### config.mk
export PLATFORM = sky130hd
export DESIGN_NAME = msi_evq_writer
export DESIGN_NICKNAME = d
export VERILOG_FILES = /design/src/rtl/msi_evq_pkg.sv /design/src/rtl/msi_map_table.sv /design/src/rtl/evq_ptr_file.sv /design/src/rtl/evq_record_fmt.sv /design/src/rtl/msi_evq_writer.sv
export SDC_FILE = /design/constraint.sdc
export NUM_CORES = 2
export LEC_CHECK = 0
export BUFFER_PORTS_ARGS = -buffer_cell sky130_fd_sc_hd__buf_4
export CAP_MARGIN = 20
export CORE_ASPECT_RATIO = 0.75
export CORE_MARGIN = 4
export CORE_UTILIZATION = 40
export CTS_BUF_LIST = sky130_fd_sc_hd__clkbuf_8
export CTS_CLUSTER_SIZE = 28
export DETAILED_ROUTE_END_ITERATION = 10
export PLACE_DENSITY = 0.66
export RECOVER_POWER = 25
export SETUP_SLACK_MARGIN = 0.05
export SLEW_MARGIN = 20
export SYNTH_ARGS = -nofsm -noshare
export SYNTH_HDL_FRONTEND = slang
export SYNTH_SLANG_ARGS = --single-unit
### constraint.sdc
create_clock -name clk -period 16.2 [get_ports clk]
set_clock_uncertainty 0.05 [all_clocks]
set_input_delay 0.81 -clock clk [delete_from_list [all_inputs] [get_ports clk]]
set_output_delay 0.81 -clock clk [all_outputs]
set_load 0.005 [all_outputs]
### src/rtl/msi_evq_pkg.sv
package msi_evq_pkg;
  localparam int ADDR_W        = 64;
  localparam int DATA_W        = 32;
  localparam int RID_W         = 16;
  localparam int WORD_W        = 64;
  localparam int LINE_WORDS    = 8;
  localparam int LINE_W        = WORD_W * LINE_WORDS;
  localparam int LINE_SH       = 6;   // 64-byte records
  localparam int QSPAN_SH      = 13;  // 8 KiB per queue
  localparam int BANK_W        = 3;
  localparam int MASK_W        = 8;

  localparam logic [3:0] LINE_WR_OP = 4'b1101;
  localparam logic [6:0] HDR_NARROW = 7'b1011000;
  localparam logic [6:0] HDR_WIDE   = 7'b1111000;

  typedef enum logic {
    ST_IDLE = 1'b0,
    ST_EVAL = 1'b1
  } evq_state_e;

  typedef struct packed {
    logic [ADDR_W-1:2] dw_addr;
    logic [DATA_W-1:0] data;
    logic [RID_W-1:0]  rid;
  } msi_msg_t;
endpackage

### src/rtl/msi_map_table.sv
module msi_map_table #(
  parameter int MSI_W   = 8,
  parameter int QUEUE_W = 3
) (
  input  logic               clk,
  input  logic               rst_n,
  input  logic               cfg_we,
  input  logic [MSI_W-1:0]   cfg_idx,
  input  logic               cfg_valid,
  input  logic [QUEUE_W-1:0] cfg_queue,
  input  logic               clr_en,
  input  logic [MSI_W-1:0]   clr_idx,
  input  logic               set_en,
  input  logic [MSI_W-1:0]   set_idx,
  input  logic [MSI_W-1:0]   rd_idx,
  output logic               rd_valid,
  output logic               rd_pend,
  output logic [QUEUE_W-1:0] rd_queue
);
  localparam int NUM = 1 << MSI_W;

  logic [NUM-1:0]              valid_q, valid_d;
  logic [NUM-1:0]              pend_q, pend_d;
  logic [NUM-1:0][QUEUE_W-1:0] queue_q, queue_d;
  logic                        tbl_ce;

  assign tbl_ce = cfg_we | clr_en | set_en;

  always_comb begin
    valid_d = valid_q;
    queue_d = queue_q;
    pend_d  = pend_q;
    if (cfg_we) begin
      valid_d[cfg_idx] = cfg_valid;
      queue_d[cfg_idx] = cfg_queue;
    end
    if (clr_en) pend_d[clr_idx] = 1'b0;
    // a new write wins over a clear of the same entry
    if (set_en) pend_d[set_idx] = 1'b1;
  end

  always_ff @(posedge clk or negedge rst_n) begin
    if (!rst_n) begin
      valid_q <= '0;
      queue_q <= '0;
      pend_q  <= '0;
    end else if (tbl_ce) begin
      valid_q <= valid_d;
      queue_q <= queue_d;
      pend_q  <= pend_d;
    end
  end

  assign rd_valid = valid_q[rd_idx];
  assign rd_pend  = pend_q[rd_idx];
  assign rd_queue = queue_q[rd_idx];


  map_valid_chk: assert property (@(posedge clk) disable iff (!rst_n)
    set_en |-> valid_q[set_idx]);


  pend_free_chk: assert property (@(posedge clk) disable iff (!rst_n)
    set_en |-> !pend_q[set_idx]);
endmodule

### src/rtl/evq_ptr_file.sv
module evq_ptr_file #(
  parameter int QUEUE_W = 3,
  parameter int TAIL_W  = 7
) (
  input  logic               clk,
  input  logic               rst_n,
  input  logic               head_we,
  input  logic [QUEUE_W-1:0] head_sel,
  input  logic [TAIL_W-1:0]  head_val,
  input  logic               inc_en,
  input  logic [QUEUE_W-1:0] inc_sel,
  input  logic [QUEUE_W-1:0] rd_sel,
  output logic [TAIL_W-1:0]  rd_tail,
  output logic               rd_full
);
  localparam int NQ = 1 << QUEUE_W;

  logic [TAIL_W-1:0] head_arr [NQ];
  logic [TAIL_W-1:0] tail_arr [NQ];
  logic [NQ-1:0]     full_arr;

  for (genvar g = 0; g < NQ; g++) begin : g_queue
    logic [TAIL_W-1:0] head_r, head_n, tail_r, tail_n;
    logic              head_ce, tail_ce;

    assign head_ce = head_we && (head_sel == QUEUE_W'(g));
    assign tail_ce = inc_en && (inc_sel == QUEUE_W'(g));
    assign head_n  = head_val;
    assign tail_n  = tail_r + 1'b1;

    always_ff @(posedge clk or negedge rst_n) begin
      if (!rst_n)       head_r <= '0;
      else if (head_ce) head_r <= head_n;
    end

    always_ff @(posedge clk or negedge rst_n) begin
      if (!rst_n)       tail_r <= '0;
      else if (tail_ce) tail_r <= tail_n;
    end

    assign head_arr[g] = head_r;
    assign tail_arr[g] = tail_r;
    assign full_arr[g] = (tail_n == head_r);
  end

  assign rd_tail = tail_arr[rd_sel];
  assign rd_full = full_arr[rd_sel];


  no_full_inc_chk: assert property (@(posedge clk) disable iff (!rst_n)
    inc_en |-> !full_arr[inc_sel]);
endmodule

### src/rtl/evq_record_fmt.sv
module evq_record_fmt
  import msi_evq_pkg::*;
#(
  parameter int QUEUE_W = 3,
  parameter int TAIL_W  = 7
) (
  input  logic [ADDR_W-1:0]  base,
  input  logic [QUEUE_W-1:0] queue,
  input  logic [TAIL_W-1:0]  tail,
  input  msi_msg_t           msg,
  output logic [ADDR_W-1:0]  line_addr,
  output logic [LINE_W-1:0]  line_data,
  output logic [BANK_W-1:0]  line_bank
);
  logic [ADDR_W-1:0] q_off, t_off;
  logic [WORD_W-1:0] hdr_word, tail_word;
  logic [6:0]        fmt;

  assign q_off     = {{(ADDR_W-QUEUE_W-QSPAN_SH){1'b0}}, queue, {QSPAN_SH{1'b0}}};
  assign t_off     = {{(ADDR_W-TAIL_W-LINE_SH){1'b0}}, tail, {LINE_SH{1'b0}}};
  assign line_addr = base + q_off + t_off;
  assign line_bank = line_addr[LINE_SH+BANK_W-1:LINE_SH];

  assign fmt       = (msg.dw_addr[63:32] == '0) ? HDR_NARROW : HDR_WIDE;
  assign hdr_word  = {1'b0, fmt, 10'd1, msg.dw_addr[15:2], msg.rid, msg.data[15:0]};
  assign tail_word = {msg.dw_addr[63:16], msg.data[31:16]};

  for (genvar w = 0; w < LINE_WORDS; w++) begin : g_word
    if (w == 0) begin : g_hdr
      assign line_data[LINE_W-1-w*WORD_W -: WORD_W] = hdr_word;
    end else if (w == 1) begin : g_tl
      assign line_data[LINE_W-1-w*WORD_W -: WORD_W] = tail_word;
    end else begin : g_zero
      assign line_data[LINE_W-1-w*WORD_W -: WORD_W] = '0;
    end
  end
endmodule

### src/rtl/msi_evq_writer.sv
module msi_evq_writer
  import msi_evq_pkg::*;
#(
  parameter int MSI_W   = 8,
  parameter int QUEUE_W = 3,
  parameter int TAIL_W  = 7
) (
  input  logic               clk,
  input  logic               rst_n,
  input  logic               msg_valid,
  output logic               msg_ready,
  input  logic [ADDR_W-1:2]  msg_addr,
  input  logic [DATA_W-1:0]  msg_data,
  input  logic [RID_W-1:0]   msg_rid,
  input  logic [ADDR_W-1:0]  evq_base,
  input  logic               map_we,
  input  logic [MSI_W-1:0]   map_idx,
  input  logic               map_valid,
  input  logic [QUEUE_W-1:0] map_queue,
  input  logic               pend_clr,
  input  logic [MSI_W-1:0]   pend_clr_idx,
  input  logic               head_we,
  input  logic [QUEUE_W-1:0] head_sel,
  input  logic [TAIL_W-1:0]  head_val,
  output logic               wr_valid,
  output logic [ADDR_W-1:0]  wr_addr,
  output logic [LINE_W-1:0]  wr_data,
  output logic [3:0]         wr_opcode,
  output logic               wr_last,
  output logic [MASK_W-1:0]  wr_bytemask,
  output logic [BANK_W-1:0]  wr_bank
);
  evq_state_e         st_q, st_d;
  msi_msg_t           msg_q, msg_d;
  logic               cap_ce;
  logic               accept;
  logic [MSI_W-1:0]   msi_num;

  logic               ent_valid, ent_pend, q_full;
  logic [QUEUE_W-1:0] ent_queue;
  logic [TAIL_W-1:0]  q_tail;

  logic [ADDR_W-1:0]  fmt_addr;
  logic [LINE_W-1:0]  fmt_data;
  logic [BANK_W-1:0]  fmt_bank;

  logic               wr_valid_q, wr_valid_d;
  logic [ADDR_W-1:0]  wr_addr_q;
  logic [LINE_W-1:0]  wr_data_q;
  logic [BANK_W-1:0]  wr_bank_q;

  assign msg_d   = '{dw_addr: msg_addr, data: msg_data, rid: msg_rid};
  assign msi_num = msg_q.data[MSI_W-1:0];

  // next state
  always_comb begin
    st_d   = st_q;
    cap_ce = 1'b0;
    accept = 1'b0;
    unique case (st_q)
      ST_IDLE: begin
        if (msg_valid) begin
          cap_ce = 1'b1;
          st_d   = ST_EVAL;
        end
      end
      ST_EVAL: begin
        accept = ent_valid && !ent_pend && !q_full;
        st_d   = ST_IDLE;
      end
      default: st_d = ST_IDLE;
    endcase
  end

  assign wr_valid_d = accept;

  always_ff @(posedge clk or negedge rst_n) begin
    if (!rst_n) st_q <= ST_IDLE;
    else        st_q <= st_d;
  end

  always_ff @(posedge clk or negedge rst_n) begin
    if (!rst_n)      msg_q <= '0;
    else if (cap_ce) msg_q <= msg_d;
  end

  always_ff @(posedge clk or negedge rst_n) begin
    if (!rst_n) wr_valid_q <= 1'b0;
    else        wr_valid_q <= wr_valid_d;
  end

  always_ff @(posedge clk or negedge rst_n) begin
    if (!rst_n) begin
      wr_addr_q <= '0;
      wr_data_q <= '0;
      wr_bank_q <= '0;
    end else if (accept) begin
      wr_addr_q <= fmt_addr;
      wr_data_q <= fmt_data;
      wr_bank_q <= fmt_bank;
    end
  end

  msi_map_table #(.MSI_W(MSI_W), .QUEUE_W(QUEUE_W)) u_map (
    .clk       (clk),
    .rst_n     (rst_n),
    .cfg_we    (map_we),
    .cfg_idx   (map_idx),
    .cfg_valid (map_valid),
    .cfg_queue (map_queue),
    .clr_en    (pend_clr),
    .clr_idx   (pend_clr_idx),
    .set_en    (accept),
    .set_idx   (msi_num),
    .rd_idx    (msi_num),
    .rd_valid  (ent_valid),
    .rd_pend   (ent_pend),
    .rd_queue  (ent_queue)
  );

  evq_ptr_file #(.QUEUE_W(QUEUE_W), .TAIL_W(TAIL_W)) u_ptr (
    .clk      (clk),
    .rst_n    (rst_n),
    .head_we  (head_we),
    .head_sel (head_sel),
    .head_val (head_val),
    .inc_en   (accept),
    .inc_sel  (ent_queue),
    .rd_sel   (ent_queue),
    .rd_tail  (q_tail),
    .rd_full  (q_full)
  );

  evq_record_fmt #(.QUEUE_W(QUEUE_W), .TAIL_W(TAIL_W)) u_fmt (
    .base      (evq_base),
    .queue     (ent_queue),
    .tail      (q_tail),
    .msg       (msg_q),
    .line_addr (fmt_addr),
    .line_data (fmt_data),
    .line_bank (fmt_bank)
  );

  assign msg_ready   = (st_q == ST_IDLE);
  assign wr_valid    = wr_valid_q;
  assign wr_addr     = wr_addr_q;
  assign wr_data     = wr_data_q;
  assign wr_bank     = wr_bank_q;
  assign wr_opcode   = LINE_WR_OP;
  assign wr_last     = 1'b1;
  assign wr_bytemask = '0;


  busy_after_take_chk: assert property (@(posedge clk) disable iff (!rst_n)
    (msg_valid && msg_ready) |=> !msg_ready);


  wr_pulse_chk: assert property (@(posedge clk) disable iff (!rst_n)
    wr_valid |=> !wr_valid);


  wr_after_eval_chk: assert property (@(posedge clk) disable iff (!rst_n)
    $rose(wr_valid) |-> $past(!msg_ready));


  bank_match_chk: assert property (@(posedge clk) disable iff (!rst_n)
    wr_valid |-> (wr_bank == wr_addr[LINE_SH+BANK_W-1:LINE_SH]));
endmodule

* After elaboration in Yosys (flattened, before gate mapping) *
Index checks and enable logic that the tools add are counted.
Widths: inputs -> output; s select.

cells by class
  add/sub/neg operators = 10
  order comparisons = 8
  equality and inequality tests = 22
  multiplexer cells = 28
  bitwise gates (word level) = 7
  reduce and logical (&&, ||, !) cells = 27

operators with widths
  kind                 count
  $bwmux 768           1
  $mux 256             2
  $and 256x256->256    1
  $bwmux 256           1
  $not 256->256        1
  $or 256x256->256     1
  $add 64x13->64       1
  $add 64x16->64       1
  $add 7x1->7 const B  8
  $eq 7x7->1           8
  $logic_not 32->1     1
  $lt 8x9->1 const B   3
  $bmux 3 s8           1
  $demux 1 s8          3
  $demux 3 s8          1
  $eq 3x3->1 const B   8
  $ge 8x1->1 const B   3
  $bmux 7 s3           1
  $logic_and 1x1->1    21
  $bmux 1 s8           2
  $mux 7               2
  $eq 3x2->1 const B   4
  $mux 1               9
  $eq 3x1->1 const B   2
  other kinds (12)     16

word-level totals
  bits in registers = 1689
  input bits = 210
  output and inout bits = 594
  word-level logic and storage cells = 384

* Logic depth before layout (Yosys ltp) *
  depth after elaboration = 9
  gate-level depth with buffers = 32
  depth with buffers taken out = 23

* Modules after synthesis *
From an unflattened synthesis, not the netlist that was laid out.

second synthesis, totals
  cells, all modules = 7161
  area, all modules = 97747.5 um^2

by module, submodules not included
  module          times used  cells an instance  area each (um^2)  sequential area each (um^2)
  msi_map_table   1           4368               59316.9           32030.7
  msi_evq_writer  1           1475               26526.7           17291.6
  evq_ptr_file    1           579                6465.0            2802.7
  evq_record_fmt  1           739                5439.0            0.0

* Worst setup path before layout *
Ideal clock, no wire load.

  kind = register to register
  start point = reg msg_q[16] (netlist bit)
  end point = reg wr_addr_q[24] (netlist: wr_addr[24])
  library setup time = 0.125 ns
  arrival time = 5.858 ns
  data required time = 16.025 ns
  path slack = 10.167 ns
  stages on the path, launching flop included = 25
  buffers on the path = 6
  clock period less this slack = 6.033 ns
  path through = dfrtp_1 -> buf_2 -> buf_6 -> buf_6 -> buf_2 -> mux4_2 -> mux4_2 -> a221oi_1 -> o22ai_1 -> a211oi_4 -> clkbuf_1 -> a21oi_1 -> or2_2 -> fa_1 -> nor2b_1 -> o21ai_0 -> a21boi_0 -> o21ai_0 -> a21boi_0 -> o21ai_0 -> a21oi_1 -> clkbuf_1 -> o2111ai_1 -> xnor2_1 -> mux2_4

between the ends
  longest elaborated chain between the ends = 7
  elaborated cells between the ends (all ways) = 19
  classes of those cells = 2 x add/sub; 12 x mux; 1 x bitwise; 4 x reduce/logical

ends and longest elaborated chain
  what                                                    RTL line              source
  from (decl)                                             msi_evq_writer.sv:34  msi_msg_t msg_q, msg_d;
  from (signal assigned)                                  msi_evq_writer.sv:84  else if (cap_ce) msg_q <= msg_d;
  branches (longest 7 deep; another with $add 64x16->64)  --
  to (signal assigned)                                    msi_evq_writer.sv:98  wr_addr_q <= fmt_addr;
  to (decl)                                               msi_evq_writer.sv:48  logic [ADDR_W-1:0] wr_addr_q;

Parallel ways; which one is timed is not known. The select of a mux whose other input is x is not followed.
A chain may end at the register's enable or synchronous reset.

==> summary.md <==
| Metric | Value |
|---|---|
| Cell variety after synth | `75` |
| Post-synth EDFFs | `0` |
| Worst-Margin Slew | `around 8.2 ns` |
| Port Buffers | `approximately 390` |
| IO Count | `roughly 800` |
| FF-to-FF path depth | `23` |
| DR iter-0 viols | `around 6000` |
| First-pass GRT wire length | `between 300000 and 400000 um` |
| Synthesis-stage register bit count | `~1700` |
| Routed wire per std cell | `about 26 um` |
| Final setup fails | `0` |
| Detailed Place HPWL | `~160000 um` |
| Post-Place Cell Area | `roughly 86000 um2` |
| Initial Util | `between 40 and 50%` |
| Final Slew Violations | `~320` |
| CTS tree | `done` |
| Drc violations | `0` |
| Largest net degree at the start of global routing | `between 200 and 300` |
| CP Capture Type | `asynchronous set/reset pin` |
| Vias in the first global route | `~55000` |
| Worst Setup EP | `u_map.valid_q[190]` |
| Max-cap violations | `5` |
| Slew headroom | `-446%` |
| Antenna viol nets, final | `0` |
| Synth Cell Area | `just over 80000 um2` |
| DR vias | `54640` |
| Max IR drop VDD | `0.0498 mV` |
| Num CTS Buffers | `between 200 and 300` |
| Primary FF master, synth | `dfrtp_1` |
| Status | `finished with violations` |
| Worst Setup SP | `rst_n` |
| RSZ-0062 raised after global routing | `no` |
| Crit Path Max Fanout | `roughly 170` |
| Crit start category | `input pin` |
| Syn Inst Count | `around 6200` |
| Failing checks | `max-capacitance violations, max-slew violations` |
| Share of cells above drive strength 1 | `a little under two fifths` |
| Gr ovfl total | `0` |
| Initial antenna violation count | `8` |
| RePlAce Congestion | `roughly 0.88` |
| Root buf cell | `clkbuf_8` |
| Crit share post-route | `66.3%` |
| Largest cells by area after synthesis | `dfrtp_1 (51%), mux2_2 (17%), mux4_2 (7.5%), buf_4 (4.0%), o31ai_1 (2.4%)` |
| Vias per std cell | `just under 6` |
| Req. time, crit path | `17.08 ns` |
| Area growth, synth to finish | `10.6%` |
| Die ar. | `213000 um2` |
| All-Layer GR Usage | `roughly 23%` |
| Die W | `roughly 530 um` |
| Clk sinks | `around 1700` |
| Final net count | `a little under 7000` |
| Clk Latency, worst-skew pair | `between 0.9 and 1 ns` |
| Share of the synthesized area in the top cell type | `51.2%` |
| Leading area contributor after synthesis | `dfrtp_1` |
| Pleak | `41.2 nW` |
| R2R Setup Slk | `roughly 6.9 ns` |
| Setup TNS | `0 ns` |
| CORE AREA | `slightly above 200000 um2` |
| Post-Route WL | `about 250000 um` |
| Post-layout util | `about 45%` |
| Clk buf depth | `4` |
| Critical Path AT | `roughly 12 ns` |
| Reg2Reg Launch Point | `msg_q[16]` |
| Async set-reset flop share out of synthesis | `100%` |
| DR pass1 iterations | `8` |
| Pwr dens | `between 100 and 150 nW/um2` |
| H-tree Lvls | `5` |
| # rows | `roughly 140` |
| Clock slew at reported path FFs | `roughly 0.060 ns` |
| CP Class | `input pin to asynchronous set/reset pin` |
| Fin area | `90800 um2` |
| Synth Warn # | `0` |
| HP Class | `input pin to register` |
| Hold_ws | `roughly 0.10 ns` |
| Die H | `approximately 400 um` |
| Avg Cell Area, Syn | `about 13 um2` |
| Fin. Hold Viols | `0` |
| Sequential fraction of the synthesis area | `about half` |
| Max Clk Rate | `93.1 MHz` |
| Reg2Reg Capture Point | `wr_addr[23]` |
| Min cycle time layout | `10.74 ns` |
-- kinds of logic after synthesis --
family	Yosys count	share of synthesized area [%]
compound gates	784	6.27
flops	1680	51.2
simple gates	869	4.98
other cells	2	0.00914
fa+ha+maj	19	0.299
buf+inv	892	6.40
mux	1824	29.0
xor+xnor	178	1.90
-- area by class of cell --
class / count / area, um2
Clock inverter: 117 / 686
Antenna cell: 3 / 7.51
Sequential cell: 1680 / 42100
Multi-Input combinational cell: 4084 / 36500
Clock buffer: 322 / 4430
Tap cell: 2682 / 3360
Fill cell: 18381 / 113000
Timing Repair Buffer: 491 / 3630
Inverter: 40 / 150
-- layout by cell type, fill, tap and decap left out, drive strengths merged, types with 43 or more instances in the layout --
cell,instances
nand4,43
buf,382
mux2,1365
clkbuf,430
mux2i,186
o31ai,262
xor2,65
nand3,103
nor3,46
a22oi,93
dfrtp,1680
mux4,273
a21oi,48
nor2,259
nand2,252
inv,131
conb,410
xnor2,113
o21ai,271
-- what timing repair did --
action / in CTS / in global routing
setup buffers: 0 / 0
hold buffers: 1 / 0
resized for setup: 0 / 0
hold endpoints to repair: 142 / 0
-- stage by stage --
stage / std cells / setup WS (ns) / power, mW
2_1_floorplan: 6656 / 10.17 / 6.36
3_3_place_gp: 8972 / 6.62 / 7.32
3_5_place_dp: 8973 / 7.12 / 7.37
4_1_cts: 9413 / 7.01 / 11.0
5_1_grt: 9417 / 3.57 / 11.3
6_report: 9419 / 5.46 / 10.9
-- state kept, by name, indices dropped and copies added, names as in the netlist --
| name | flops |
|---|---|
| msg_q | 110 |
| st_q | 1 |
| u_map.pend_q | 256 |
| u_map.queue_q | 768 |
| u_map.valid_q | 256 |
| u_ptr.g_queue.head_r | 56 |
| u_ptr.g_queue.tail_r | 56 |
| wr_addr | 64 |
| wr_data | 112 |
| wr_valid | 1 |
-- cells in the mapped netlist (37+ instances only) --
master,count
mux2i_1,186
a22oi_1,93
mux4_2,273
xnor2_1,113
nor3_1,45
mux2_4,106
xor2_1,65
o31ai_1,262
nand2_1,252
mux2_2,1258
clkbuf_1,302
buf_2,62
buf_4,441
nand3_1,103
nand4_1,43
nor2_1,259
o21ai_0,271
dfrtp_1,1680
a21oi_1,48
inv_1,37
-- power breakdown --
| group | switching [mW] | internal (mW) |
|---|---|---|
| sequential | 0.344 | 4.67 |
| combinational | 1.20 | 1.06 |
| clock | 1.73 | 1.88 |
-- worst max-delay path, stage by stage --
cell and delay [ns]:
dlygate4sd3_1 0.55, clkbuf_1 5.65, clkbuf_1 2.84, buf_12 0.65, buf_6 0.68
-- worst min-delay path by stage --
stage | from | end | depth (start not counted)
final | msg_data[15] | msg_q[31] | 2
after global routing | msg_data[15] | msg_q[31] | 2
after CTS | msg_data[15] | msg_q[31] | 2
after detailed placement | u_map.queue_q[528] | u_map.queue_q[528] | 1
after global placement | u_map.queue_q[168] | u_map.queue_q[168] | 1
after floorplan | u_map.pend_q[204] | u_map.pend_q[204] | 2
-- per-layer routing --
layer  vias to the layer above  track usage (%)  wire length [um]
li1                      22617                -                 -
met1                     28938             34.6            112000
met2                      2639             32.0            106000
met3                       442             6.56             25400
met4                         4             5.58              5920
met5                         -                0                25
(Power assumes the default switching activity.)
